--- src/rtl/rsup_pkg.sv ---
package rsup_pkg;

    typedef enum logic [2:0] {
        CAUSE_NONE = 3'd0,
        CAUSE_PIN  = 3'd1,
        CAUSE_POR  = 3'd2,
        CAUSE_WDOG = 3'd3,
        CAUSE_LOWV = 3'd4,
        CAUSE_STOP = 3'd5
    } cause_e;

    typedef enum logic {
        PH_DELAY = 1'b0,
        PH_RUN   = 1'b1
    } phase_e;

    typedef struct packed {
        logic lowv;
        logic dly_done;
        logic dly_stop;
        logic stop_now;
        logic wdog;
        logic pin;
    } events_t;

    function automatic int imax(int a, int b);
        return (a > b) ? a : b;
    endfunction

    // fixed priority: supply > delay end / wake > watchdog > pin
    function automatic cause_e pick_cause(events_t ev);
        if (ev.lowv)          return CAUSE_LOWV;
        else if (ev.dly_done) return ev.dly_stop ? CAUSE_STOP : CAUSE_POR;
        else if (ev.stop_now) return CAUSE_STOP;
        else if (ev.wdog)     return CAUSE_WDOG;
        else if (ev.pin)      return CAUSE_PIN;
        else                  return CAUSE_NONE;
    endfunction

endpackage

--- src/rtl/rsup_pin_filter.sv ---
module rsup_pin_filter #(
    parameter int LEN = 4
) (
    input  logic clk,
    input  logic rst,
    input  logic pin,
    output logic fire
);
    localparam int CW = $clog2(LEN + 1);

    logic [CW-1:0] run_q;

    assign fire = pin && (run_q == CW'(LEN - 1));

    always_ff @(posedge clk) begin
        if (rst)
            run_q <= '0;
        else if (!pin)
            run_q <= '0;
        else if (run_q != CW'(LEN))
            run_q <= run_q + 1'b1;
    end
endmodule

--- src/rtl/rsup_chain.sv ---
module rsup_chain
    import rsup_pkg::*;
#(
    parameter int POR_TICKS = 5,
    parameter int TAP0 = 5,
    parameter int TAP1 = 15,
    parameter int TAP2 = 25,
    parameter int TAP3 = 100
) (
    input  logic       clk,
    input  logic       rst,
    input  logic       tick,
    input  logic       kick,
    input  logic       hold,
    input  logic [1:0] tap_sel,
    input  logic       wake,
    input  logic       wake_dly,
    output logic       in_delay,
    output logic       dly_done,
    output logic       dly_stop,
    output logic       wake_now,
    output logic       wd_fire
);
    localparam int MAXT = imax(imax(TAP0, TAP1), imax(imax(TAP2, TAP3), POR_TICKS));
    localparam int CW   = $clog2(MAXT + 1);

    phase_e        phase_q;
    logic          src_stop_q;
    logic [CW-1:0] cnt_q;
    logic [CW-1:0] lim_m1;

    always_comb begin
        unique case (tap_sel)
            2'b00:   lim_m1 = CW'(TAP0 - 1);
            2'b01:   lim_m1 = CW'(TAP1 - 1);
            2'b10:   lim_m1 = CW'(TAP2 - 1);
            default: lim_m1 = CW'(TAP3 - 1);
        endcase
    end

    assign in_delay = (phase_q == PH_DELAY);
    assign dly_stop = src_stop_q;
    assign wake_now = wake && !wake_dly;
    assign dly_done = in_delay && !wake && tick && (cnt_q == CW'(POR_TICKS - 1));
    assign wd_fire  = !in_delay && !wake && !hold && !kick && tick && (cnt_q == lim_m1);

    always_ff @(posedge clk) begin
        if (rst) begin
            phase_q    <= PH_DELAY;
            src_stop_q <= 1'b0;
            cnt_q      <= '0;
        end else if (wake) begin
            cnt_q <= '0;
            if (wake_dly) begin
                phase_q    <= PH_DELAY;
                src_stop_q <= 1'b1;
            end
        end else if (in_delay) begin
            if (dly_done) begin
                phase_q <= PH_RUN;
                cnt_q   <= '0;
            end else if (tick) begin
                cnt_q <= cnt_q + 1'b1;
            end
        end else begin
            if (hold || kick || wd_fire)
                cnt_q <= '0;
            else if (tick)
                cnt_q <= cnt_q + 1'b1;
        end
    end
endmodule

--- src/rtl/rsup_stretch.sv ---
module rsup_stretch
    import rsup_pkg::*;
#(
    parameter int STRETCH = 18
) (
    input  logic   clk,
    input  logic   rst,
    input  logic   trig,
    input  cause_e cause_in,
    input  logic   cause_rd,
    output logic   active,
    output cause_e cause
);
    localparam int SW = $clog2(STRETCH + 1);

    logic [SW-1:0] left_q;

    assign active = (left_q != '0);

    always_ff @(posedge clk) begin
        if (rst) begin
            left_q <= '0;
            cause  <= CAUSE_NONE;
        end else begin
            if (trig)
                left_q <= SW'(STRETCH);
            else if (active)
                left_q <= left_q - 1'b1;

            if (trig)
                cause <= cause_in;
            else if (cause_rd)
                cause <= CAUSE_NONE;
        end
    end
endmodule

--- src/rtl/reset_supervisor.sv ---
module reset_supervisor
    import rsup_pkg::*;
#(
    parameter int FILT_LEN  = 4,
    parameter int STRETCH   = 18,
    parameter int POR_TICKS = 5,
    parameter int TAP0      = 5,
    parameter int TAP1      = 15,
    parameter int TAP2      = 25,
    parameter int TAP3      = 100
) (
    input  logic       clk,
    input  logic       cold_rst,
    input  logic       pin_rst,
    input  logic       xtal_tick,
    input  logic       rc_tick,
    input  logic       tick_src,
    input  logic [1:0] wdt_sel,
    input  logic       wdt_kick,
    input  logic       stop_wake,
    input  logic       stop_dly_en,
    input  logic       low_vdd,
    input  logic       cause_rd,
    output logic       sys_rst,
    output logic [2:0] last_cause
);
    logic    tick;
    logic    pin_fire;
    logic    in_delay;
    logic    dly_done;
    logic    dly_stop;
    logic    wake_now;
    logic    wd_fire;
    logic    str_active;
    logic    trig;
    events_t ev;
    cause_e  cause_q;

    assign tick = tick_src ? rc_tick : xtal_tick;

    rsup_pin_filter #(.LEN(FILT_LEN)) u_filt (
        .clk  (clk),
        .rst  (cold_rst),
        .pin  (pin_rst),
        .fire (pin_fire)
    );

    rsup_chain #(
        .POR_TICKS (POR_TICKS),
        .TAP0      (TAP0),
        .TAP1      (TAP1),
        .TAP2      (TAP2),
        .TAP3      (TAP3)
    ) u_chain (
        .clk      (clk),
        .rst      (cold_rst),
        .tick     (tick),
        .kick     (wdt_kick),
        .hold     (str_active),
        .tap_sel  (wdt_sel),
        .wake     (stop_wake),
        .wake_dly (stop_dly_en),
        .in_delay (in_delay),
        .dly_done (dly_done),
        .dly_stop (dly_stop),
        .wake_now (wake_now),
        .wd_fire  (wd_fire)
    );

    always_comb begin
        ev.lowv     = low_vdd;
        ev.dly_done = dly_done;
        ev.dly_stop = dly_stop;
        ev.stop_now = wake_now;
        ev.wdog     = wd_fire;
        ev.pin      = pin_fire;
    end

    assign trig = ev.lowv | ev.dly_done | ev.stop_now | ev.wdog | ev.pin;

    rsup_stretch #(.STRETCH(STRETCH)) u_str (
        .clk      (clk),
        .rst      (cold_rst),
        .trig     (trig),
        .cause_in (pick_cause(ev)),
        .cause_rd (cause_rd),
        .active   (str_active),
        .cause    (cause_q)
    );

    assign sys_rst    = str_active | low_vdd | in_delay;
    assign last_cause = cause_q;
endmodule

--- config.mk ---
export PLATFORM = sky130hd
export DESIGN_NAME = reset_supervisor
export DESIGN_NICKNAME = d
export VERILOG_FILES = /design/src/rtl/rsup_pkg.sv /design/src/rtl/rsup_pin_filter.sv /design/src/rtl/rsup_chain.sv /design/src/rtl/rsup_stretch.sv /design/src/rtl/reset_supervisor.sv
export SDC_FILE = /design/constraint.sdc
export NUM_CORES = 1
export LEC_CHECK = 0
export ABC_AREA = 0
export BUFFER_PORTS_ARGS = -buffer_cell sky130_fd_sc_hd__buf_2
export CAP_MARGIN = 20
export CORE_ASPECT_RATIO = 0.6
export CORE_MARGIN = 2
export CORE_UTILIZATION = 45
export DETAILED_ROUTE_END_ITERATION = 16
export HOLD_SLACK_MARGIN = 0.06
export PLACE_DENSITY = 0.68
export SLEW_MARGIN = 20
export SYNTH_ARGS = -nofsm -noshare
export SYNTH_HDL_FRONTEND = slang
export SYNTH_SLANG_ARGS = --single-unit
--- constraint.sdc ---
create_clock -name clk -period 1.9 [get_ports clk]
set_input_delay 0.095 -clock clk [delete_from_list [all_inputs] [get_ports clk]]
set_output_delay 0.095 -clock clk [all_outputs]
set_load 0.02 [all_outputs]
==> qor.csv, run 1 <==
stage;metric;value;unit
run_status;status;complete, but fails checks;
run_status;violations;negative setup slack;
drt;viasPerCell;5.43;
synth;async_flop_share;0;%
synth;synth-seq-cells;20;
die;die-height;42.9;um
power;p_total;1080;uW
global_routing;grt.overflow.total;0;
cells_and_area;diodes;0;
global_routing;grt_pass1_vias;984;
cells_and_area;fin_cells;197;
timing;rsz0062_at_grt;true;
timing;slew_violations;0;
clock_network;cts_max_path_buffers;2;
die;die_area;0.00296;mm^2
clock_network;cts_tree;built;
synth;syn_avg_cell_area;8.61;um^2
clock_network;cts_buffers;3;
timing;worst_pin_slew;0.537;ns
drt;drt-initial-drc-count;75;
drt;route.detailed.drc;0;
synth;synth_edf_count;0;
setup_path;cp.required;1.80;ns
job;maxCapViolations;0;
power;ir_drop;510;uV
placement;routabilityCongestion;0.880;
synth;synth_area_leaders;dfxtp_1, ha_1, xnor2_1;
clock_network;cts_max_level;1;
global_routing;gr-usage-all-layers;21.9;%
timing;maxSlewHeadroom;64.2;%
placement;place_ws;-0.0124;ns
synth;syn-num-nets;156;
timing;setup_tns;-0.151;ns
placement;io_buffers;16;
synth;yosys_warnings;0;
placement;place_inst;190;
drt;wl_per_cell;14.2;um
drt;ant_nets;0;
synth;synthCells;132;
global_routing;grt_antenna_before_repair;0;
die;start_util;46.3;%
global_routing;grt_pass1_wl;4650;um
setup_path;worstSetupStartpointType;flip-flop;
setup_path;crit_type;flip-flop to primary output;
timing;skew;0.00727;ns
timing;layout_setup_ws;-0.0919;ns
timing;finalHoldViolations;0;
power;leakage;0.000638;uW
die;die_x;68.9;um
synth;synth_top_area_cell;dfxtp_1;
setup_path;crit_arrival;1.90;ns
cells_and_area;syn2layout_area_growth;30.7;%
setup_path;critical_path.max_fanout;2;
clock_network;insertion_delay;0.27;ns
die;io_pins;17;
placement;hpwl;2020;um
synth;ys.flop_type;dfxtp_1;
global_routing;grt_max_degree;13;
synth;synth-seq-area-share;35.2;%
clock_network;path_clk_slew;0.08;ns
placement;dpl_cell_area;0.00136;mm^2
die;rows;14;
clock_network;cts.sink_count;20;
die;coreArea;0.00245;mm^2
cells_and_area;nets;190;
setup_path;end_kind;primary output;
drt;dr.pass1.iters;4;
synth;syn-cell-area;0.00114;mm^2
timing;period_needed;1.99;ns
hold_path;hold_class;primary input to flip-flop;
timing;min_period_over_period;105;%
cells_and_area;layout-drive-gt1-share;29.1;%
timing;setup_viol;4;
synth;synthDominantCellAreaShare;35.2;%
power;power.density;725;mW/mm^2
timing;fmax;502;MHz
clock_network;root_buffer;clkbuf_8;
cells_and_area;design_area;0.00149;mm^2
drt;vias;1070;
drt;wirelength;2810;um
synth;netlist-cell-type-count;36;
clock_network;cts_hold_buf;0;
## metal layers
layer | routed length [um] | vias to the layer above | track usage (%)
li1 | - | 531 | -
met1 | 1340 | 493 | 31.5
met3 | 212 | 3 | 6.37
met5 | 0 | - | 0
met4 | 11 | 0 | 4.71
met2 | 1250 | 43 | 32.3
## sequential cells by signal, summed over array words and instances, names as in the netlist
signal and flops:
u_chain.cnt_q 7, u_chain.dly_stop 1, u_chain.phase_q 1, u_filt.run_q 3, u_str.cause 3, u_str.left_q 5
## worst max-delay path: stages, from the launching register on
cell	delay, ns
dfxtp_2	0.33
inv_2	0.07
ha_4	0.13
or4b_4	0.46
buf_6	0.13
or3b_4	0.37
buf_6	0.14
## per-stage QoR
step | utilization, % | hold WS, ns
2_1_floorplan | - | 0.236
3_3_place_gp | 55.3 | 0.357
3_5_place_dp | 55.3 | 0.371
4_1_cts | 59.5 | 0.0932
5_1_grt | 60.6 | 0.117
6_report | 60.6 | 0.0936
## Yosys cell counts (2+ instances only)
library cell and instances:
a211oi_1 2, a21oi_1 7, a31oi_1 2, and3_1 2, dfxtp_1 20, ha_1 11
inv_1 11, nand2_1 8, nand3_1 4, nand4_1 4, nor2_1 16, nor2b_1 2
nor3_1 6, o21a_1 2, o21ai_0 3, xnor2_1 7, xor2_1 6
## final timing paths
| check | start | end | slack (ns) | cells after the start |
|---|---|---|---|---|
| max | u_str.left_q[0] | sys_rst | -0.09 | 6 |
| min reg2reg | u_str.cause[2] | u_str.cause[2] | 0.48 | 2 |
| min | stop_dly_en | u_chain.dly_stop | 0.09 | 3 |
| max reg2reg | u_str.left_q[0] | u_str.left_q[0] | -0.04 | 6 |
## report_power, final
group	leakage (uW)	internal (uW)	switching [uW]
clock network	0.0000357	282	153
logic	0.000439	98.7	94.2
registers	0.000164	436	13.5
## logic make-up (layout without fill, tap and decap cells)
kind of cell | after synthesis | count (layout) | share of synthesized area [%]
AOI/OAI and AO/OA | 22 | 22 | 12.8
xor gates and xnor gates | 13 | 13 | 10.0
adders and majority gates | 11 | 11 | 12.1
buffers and inverters | 13 | 46 | 4.40
DFF | 20 | 20 | 35.2
muxes | 2 | 2 | 1.87
and+or+nand+nor | 51 | 51 | 23.6
## cell type report
class / count / area (um^2)
multi-input combinational: 99 / 727
inverter: 11 / 41.3
tap: 32 / 40.0
clock buffer: 3 / 41.3
clock inverter: 1 / 30.0
timing repair buffer: 31 / 203
sequential: 20 / 403
fill: 203 / 967
## layout by cell type, fill, tap and decap left out, types with 2 or more instances in the layout
master and instances:
nor2_1 16, a31oi_1 2, nand2_1 8, nor3_1 6
buf_4 14, o21ai_0 3, buf_2 15, inv_1 9
a211oi_1 2, inv_2 2, xor2_1 6, a21oi_1 7
or3b_4 2, buf_6 2, dfxtp_1 18, ha_1 10
nand4_1 4, xnor2_1 7, nand3_1 4, nor2b_1 2
dfxtp_2 2, o21a_1 2, clkbuf_8 3
## repair_timing
item | CTS | global route
hold endpoints to repair | 0 | 0
buffers inserted | 3 | 1
setup endpoints to repair | 10 | 13
gates resized for setup | 6 | 3
pin swaps | 2 | 11
Note: power is estimated with default switching activity, not from simulation.
==> run 2: changes to the inputs <==
==> constraint.sdc (replaced) <==
create_clock -name clk -period 1.9 [get_ports clk]
set_input_delay 0.38 -clock clk [delete_from_list [all_inputs] [get_ports clk]]
set_output_delay 0.38 -clock clk [all_outputs]
set_load 0.02 [all_outputs]
==> qor.csv, run 2 (same netlist as run 1, synthesis figures left out) <==
stage;metric;value;unit
cells_and_area;layout-drive-gt1-share;28.9;%
drt;viasPerCell;5.11;
power;power.density;652;mW/mm^2
global_routing;grt_antenna_before_repair;0;
run_status;violations;negative setup slack;
timing;setup_viol;14;
timing;slew_violations;0;
timing;maxSlewHeadroom;68.6;%
setup_path;cp.required;1.52;ns
die;io_pins;17;
drt;drt-initial-drc-count;30;
setup_path;crit_type;flip-flop to primary output;
die;rows;14;
timing;min_period_over_period;114;%
drt;ant_nets;0;
clock_network;cts.sink_count;20;
cells_and_area;final_cell_mix;dfxtp_1, nor2_1, buf_2, buf_4, ha_1;
timing;setup_tns;-2.35;ns
timing;skew;0.00429;ns
power;ir_drop;605;uV
placement;io_buffers;16;
timing;finalHoldViolations;0;
clock_network;cts_max_level;1;
clock_network;insertion_delay;0.25;ns
cells_and_area;syn2layout_area_growth;28.9;%
die;die_area;0.00296;mm^2
setup_path;cp_slowest_stage_delay;0.47;ns
die;coreArea;0.00245;mm^2
clock_network;root_buffer;clkbuf_8;
cells_and_area;regMostFlops;u_chain.cnt_q;
setup_path;crit_path_cell_trace;inv_2 > ha_4 > or4b_4 > or3b_4 > buf_6;
global_routing;grt_max_degree;13;
run_status;status;complete, but fails checks;
hold_path;hold_class;primary input to flip-flop;
timing;worst_pin_slew;0.471;ns
setup_path;cpMaxStageDelayCell;or4b_4;
drt;vias;1012;
timing;fmax;461;MHz
die;die-height;42.9;um
hold_path;min_from;stop_dly_en;
cells_and_area;final_common_cell;dfxtp_1;
setup_path;crit_start;u_str.left_q[0];
hold_path;holdPathStages;3;
clock_network;cts_tree;built;
timing;hold_slack;0.408;ns
clock_network;path_clk_slew;0.07;ns
global_routing;grt_pass1_vias;987;
die;start_util;46.3;%
cells_and_area;top_regs;u_chain.cnt_q x7, u_str.left_q x5;
setup_path;r2r-start;u_str.left_q[0];
clock_network;cts_max_path_buffers;2;
cells_and_area;nets;191;
power;leakage;0.000637;uW
timing;layout_setup_ws;-0.270;ns
placement;routabilityCongestion;0.828;
setup_path;r2r_end;u_str.cause[1];
hold_path;holdPathEnd;u_chain.dly_stop;
timing;period_needed;2.17;ns
setup_path;end_kind;primary output;
die;die_x;68.9;um
placement;place_ws;-0.274;ns
cells_and_area;largest_reg_flops;7;
job;maxCapViolations;0;
global_routing;grt.overflow.total;0;
cells_and_area;diodes;0;
drt;wirelength;2430;um
global_routing;gr-usage-all-layers;19.9;%
setup_path;r2r_cells;8;
timing;rsz0062_at_grt;true;
clock_network;cts_buffers;3;
setup_path;rrSetupSlack;-0.20;ns
drt;route.detailed.drc;0;
placement;hpwl;1930;um
drt;dr.pass1.iters;4;
setup_path;critical_path.max_fanout;2;
setup_path;crit_arrival;1.79;ns
global_routing;grt_pass1_wl;4360;um
setup_path;worstSetupStartpointType;flip-flop;
drt;wl_per_cell;12.3;um
[run 2: cell count changes in the layout (fill, tap and decap cells not counted), sizes merged]
cell | before | now
bufinv | 1 | 0
buf | 31 | 32
clkbuf | 3 | 4
[run 2: power by group]
| part | total (uW) | leakage, uW | internal [uW] | switching, uW |
|---|---|---|---|---|
| Clock | 318 | 0.0000288 | 184 | 134 |
| Combinational | 188 | 0.000445 | 97.2 | 90.4 |
| Sequential | 449 | 0.000164 | 436 | 12.7 |
[run 2: worst max-delay path by stage]
stage | endpoint | slack (ns) | cells after the start
floorplan | u_str.left_q[0] | -0.04 | 7
global placement | u_chain.cnt_q[2] | -0.22 | 7
detailed placement | u_chain.cnt_q[4] | -0.27 | 7
CTS | sys_rst | -0.26 | 5
global route | u_chain.cnt_q[5] | -0.32 | 8
finish | sys_rst | -0.27 | 5
[run 2: cell type report]
| class | instances | area (um^2) |
|---|---|---|
| clock buffers | 4 | 55.1 |
| repair buffers | 32 | 210 |
| inverters | 11 | 41.3 |
| fillers | 228 | 988 |
| well taps | 32 | 40.0 |
| flip-flops and latches | 20 | 403 |
| multi-input cells | 99 | 714 |
[run 2: routing by layer]
| metal | vias to the layer above | part of all wire, % | track usage, % |
|---|---|---|---|
| met5 | - | 0 | 0 |
| met4 | 0 | 0 | 2.35 |
| met1 | 469 | 54 | 29.4 |
| li1 | 532 | - | - |
| met2 | 11 | 42 | 29.6 |
| met3 | 0 | 3.2 | 5.57 |
[run 2: timing repair]
action / 4_1_cts / 5_1_grt
pin swaps: 11 / 10
buffers inserted: 2 / 2
endpoints found under the setup margin: 11 / 14
gates resized for setup: 5 / 3
hold buffers: 0 / 0
[run 2: through the flow]
| step | cells | power, uW | utilization, % | area [um^2] |
|---|---|---|---|---|
| 6_report | 198 | 955 | 59.7 | 1460 |
| 5_1_grt | 198 | 1010 | 59.7 | 1460 |
| 4_1_cts | 197 | 961 | 59.1 | 1450 |
| 3_5_place_dp | 191 | 631 | 55.7 | 1370 |
| 3_3_place_gp | 191 | 626 | 55.7 | 1370 |
| 2_1_floorplan | 132 | 567 | - | 1160 |
[run 2: worst max-delay path: cells and delay by family (launching register included)]
kind,cells,cell delay [ns]
fa+ha+maj,1,0.14
buf+inv,2,0.21
flops,1,0.33
simple gates,2,0.86
==> run 3: changes to the inputs <==
--- a/config.mk
+++ b/config.mk
@@ -12,8 +12,10 @@
 export CORE_MARGIN = 2
 export CORE_UTILIZATION = 45
 export DETAILED_ROUTE_END_ITERATION = 16
+export GPL_TIMING_DRIVEN = 0
 export HOLD_SLACK_MARGIN = 0.06
 export PLACE_DENSITY = 0.68
+export SETUP_SLACK_MARGIN = 0.02
 export SLEW_MARGIN = 20
 export SYNTH_ARGS = -nofsm -noshare
 export SYNTH_HDL_FRONTEND = slang
==> qor.csv, run 3 (same netlist as run 1, synthesis figures left out) <==
stage;metric;value;unit
placement;routabilityCongestion;0.881;
cells_and_area;diodes;0;
drt;drt-initial-drc-count;43;
timing;period_needed;2.17;ns
cells_and_area;seq_area;403;um^2
cells_and_area;multiInputGateArea;744;um^2
hold_path;hold_class;primary input to flip-flop;
die;rows;14;
clock_network;cts_max_level;1;
setup_path;critical_path.max_fanout;2;
power;clock_power_share;30.0;%
timing;maxSlewHeadroom;72.0;%
power;seqPwrFrac;50.3;%
clock_network;cts_max_path_buffers;2;
cells_and_area;top_regs;u_chain.cnt_q x7, u_str.left_q x5;
global_routing;grt.overflow.total;0;
cells_and_area;layout-drive-gt1-share;29.8;%
die;io_pins;17;
global_routing;grt_pass1_wl;4220;um
drt;wirelength;2580;um
setup_path;cp.required;1.52;ns
global_routing;grt_antenna_before_repair;0;
setup_path;crit_type;flip-flop to primary output;
timing;rsz0062_at_grt;true;
placement;hpwl;1870;um
timing;fmax;460;MHz
drt;route.detailed.drc;0;
die;die_x;68.9;um
timing;min_period_over_period;114;%
cells_and_area;nets;187;
global_routing;busiest_layer;met1;
global_routing;grt_util_met1;28.4;%
drt;ant_nets;0;
setup_path;crit_arrival;1.79;ns
power;p_total;899;uW
drt;vias;1049;
clock_network;insertion_delay;0.26;ns
setup_path;end_kind;primary output;
drt;wl_per_cell;13.4;um
drt;dr.pass1.iters;4;
cells_and_area;syn2layout_area_growth;27.6;%
global_routing;grt_pass1_vias;899;
power;ir_drop;408;uV
global_routing;use_met3;6.90;%
power;sw_frac_of_total;26.0;%
global_routing;met2_usage;27.3;%
clock_network;cts.sink_count;20;
job;maxCapViolations;0;
placement;dpl_cell_area;0.00128;mm^2
setup_path;worstSetupStartpointType;flip-flop;
power;pwr-share-comb;19.7;%
cells_and_area;final_util;59.1;%
clock_network;path_clk_slew;0.07;ns
power;power.density;620;mW/mm^2
cells_and_area;largest_reg_flops;7;
clock_network;cts_buffers;3;
clock_network;root_buffer;clkbuf_8;
power;leakage;0.000606;uW
timing;finalHoldViolations;0;
global_routing;gr-usage-all-layers;19.5;%
die;die-height;42.9;um
placement;io_buffers;16;
drt;viasPerCell;5.44;
timing;slew_violations;0;
timing;skew;0.00426;ns
die;coreArea;0.00245;mm^2
clock_network;cts_tree;built;
run_status;violations;negative setup slack;
cells_and_area;final_cell_mix;dfxtp_1, buf_2, nor2_1;
timing;worst_pin_slew;0.421;ns
cells_and_area;final_common_cell;dfxtp_1;
cells_and_area;regMostFlops;u_chain.cnt_q;
power;cellInternalPower;666;uW
timing;setup_viol;14;
timing;layout_setup_ws;-0.275;ns
global_routing;grt_max_degree;11;
clock_network;cts_hold_buf;0;
die;start_util;46.3;%
power;switchingPower;234;uW
timing;setup_tns;-2.28;ns
run_status;status;complete, but fails checks;
die;die_area;0.00296;mm^2
cells_and_area;fill_cells;227;
cells_and_area;design_area;0.00145;mm^2
[run 3: per-stage QoR]
stage                     worst slack [ns]  instances  hold slack, ns
final                               -0.275        193           0.414
after global routing                -0.324        193           0.456
after CTS                           -0.270        187           0.418
after detailed placement            -0.325        180           0.479
after global placement              -0.304        180           0.468
after floorplan                    -0.0361        132           0.457
[run 3: power groups by stage]
stage	Combinational (uW)	Sequential, uW	Clock (uW)
after floorplan	107	461	0
after CTS	171	451	280
after detailed placement	153	461	0
final	177	452	270
after global placement	146	461	0
after global routing	200	454	300
[run 3: worst paths after layout]
path | slack [ns] | startpoint | cells after the start | to
max | -0.27 | u_str.left_q[0] | 5 | sys_rst
min | 0.41 | stop_dly_en | 3 | u_chain.dly_stop
max reg2reg | -0.20 | u_str.left_q[0] | 9 | u_chain.cnt_q[6]
min reg2reg | 0.49 | u_filt.run_q[2] | 2 | u_filt.run_q[1]
[run 3: what timing repair did]
action | in CTS | in global routing
pin swaps | 10 | 3
endpoints found under the setup margin | 14 | 16
buffers inserted | 5 | 6
resized for setup | 9 | 6
[run 3: layer usage]
layer | vias up | part of all wire [%]
met5 | - | 0
met2 | 37 | 43
li1 | 521 | -
met4 | 0 | 0.89
met1 | 487 | 49
met3 | 4 | 7.3
[run 3: cell type report]
type | instances | share of cell area (%)
multi-input combinational | 99 | 51.3
sequential | 20 | 27.8
timing repair buffer | 27 | 12.2
clock buffer | 3 | 2.85
inverter | 11 | 2.85
tap | 32 | 2.76
buffer | 1 | 0.259
[run 3: worst max-delay path, stage by stage, from the launching register on]
cell	delay [ns]
dfxtp_2	0.33
inv_2	0.08
ha_4	0.12
or4b_4	0.48
or3b_4	0.39
buf_6	0.14
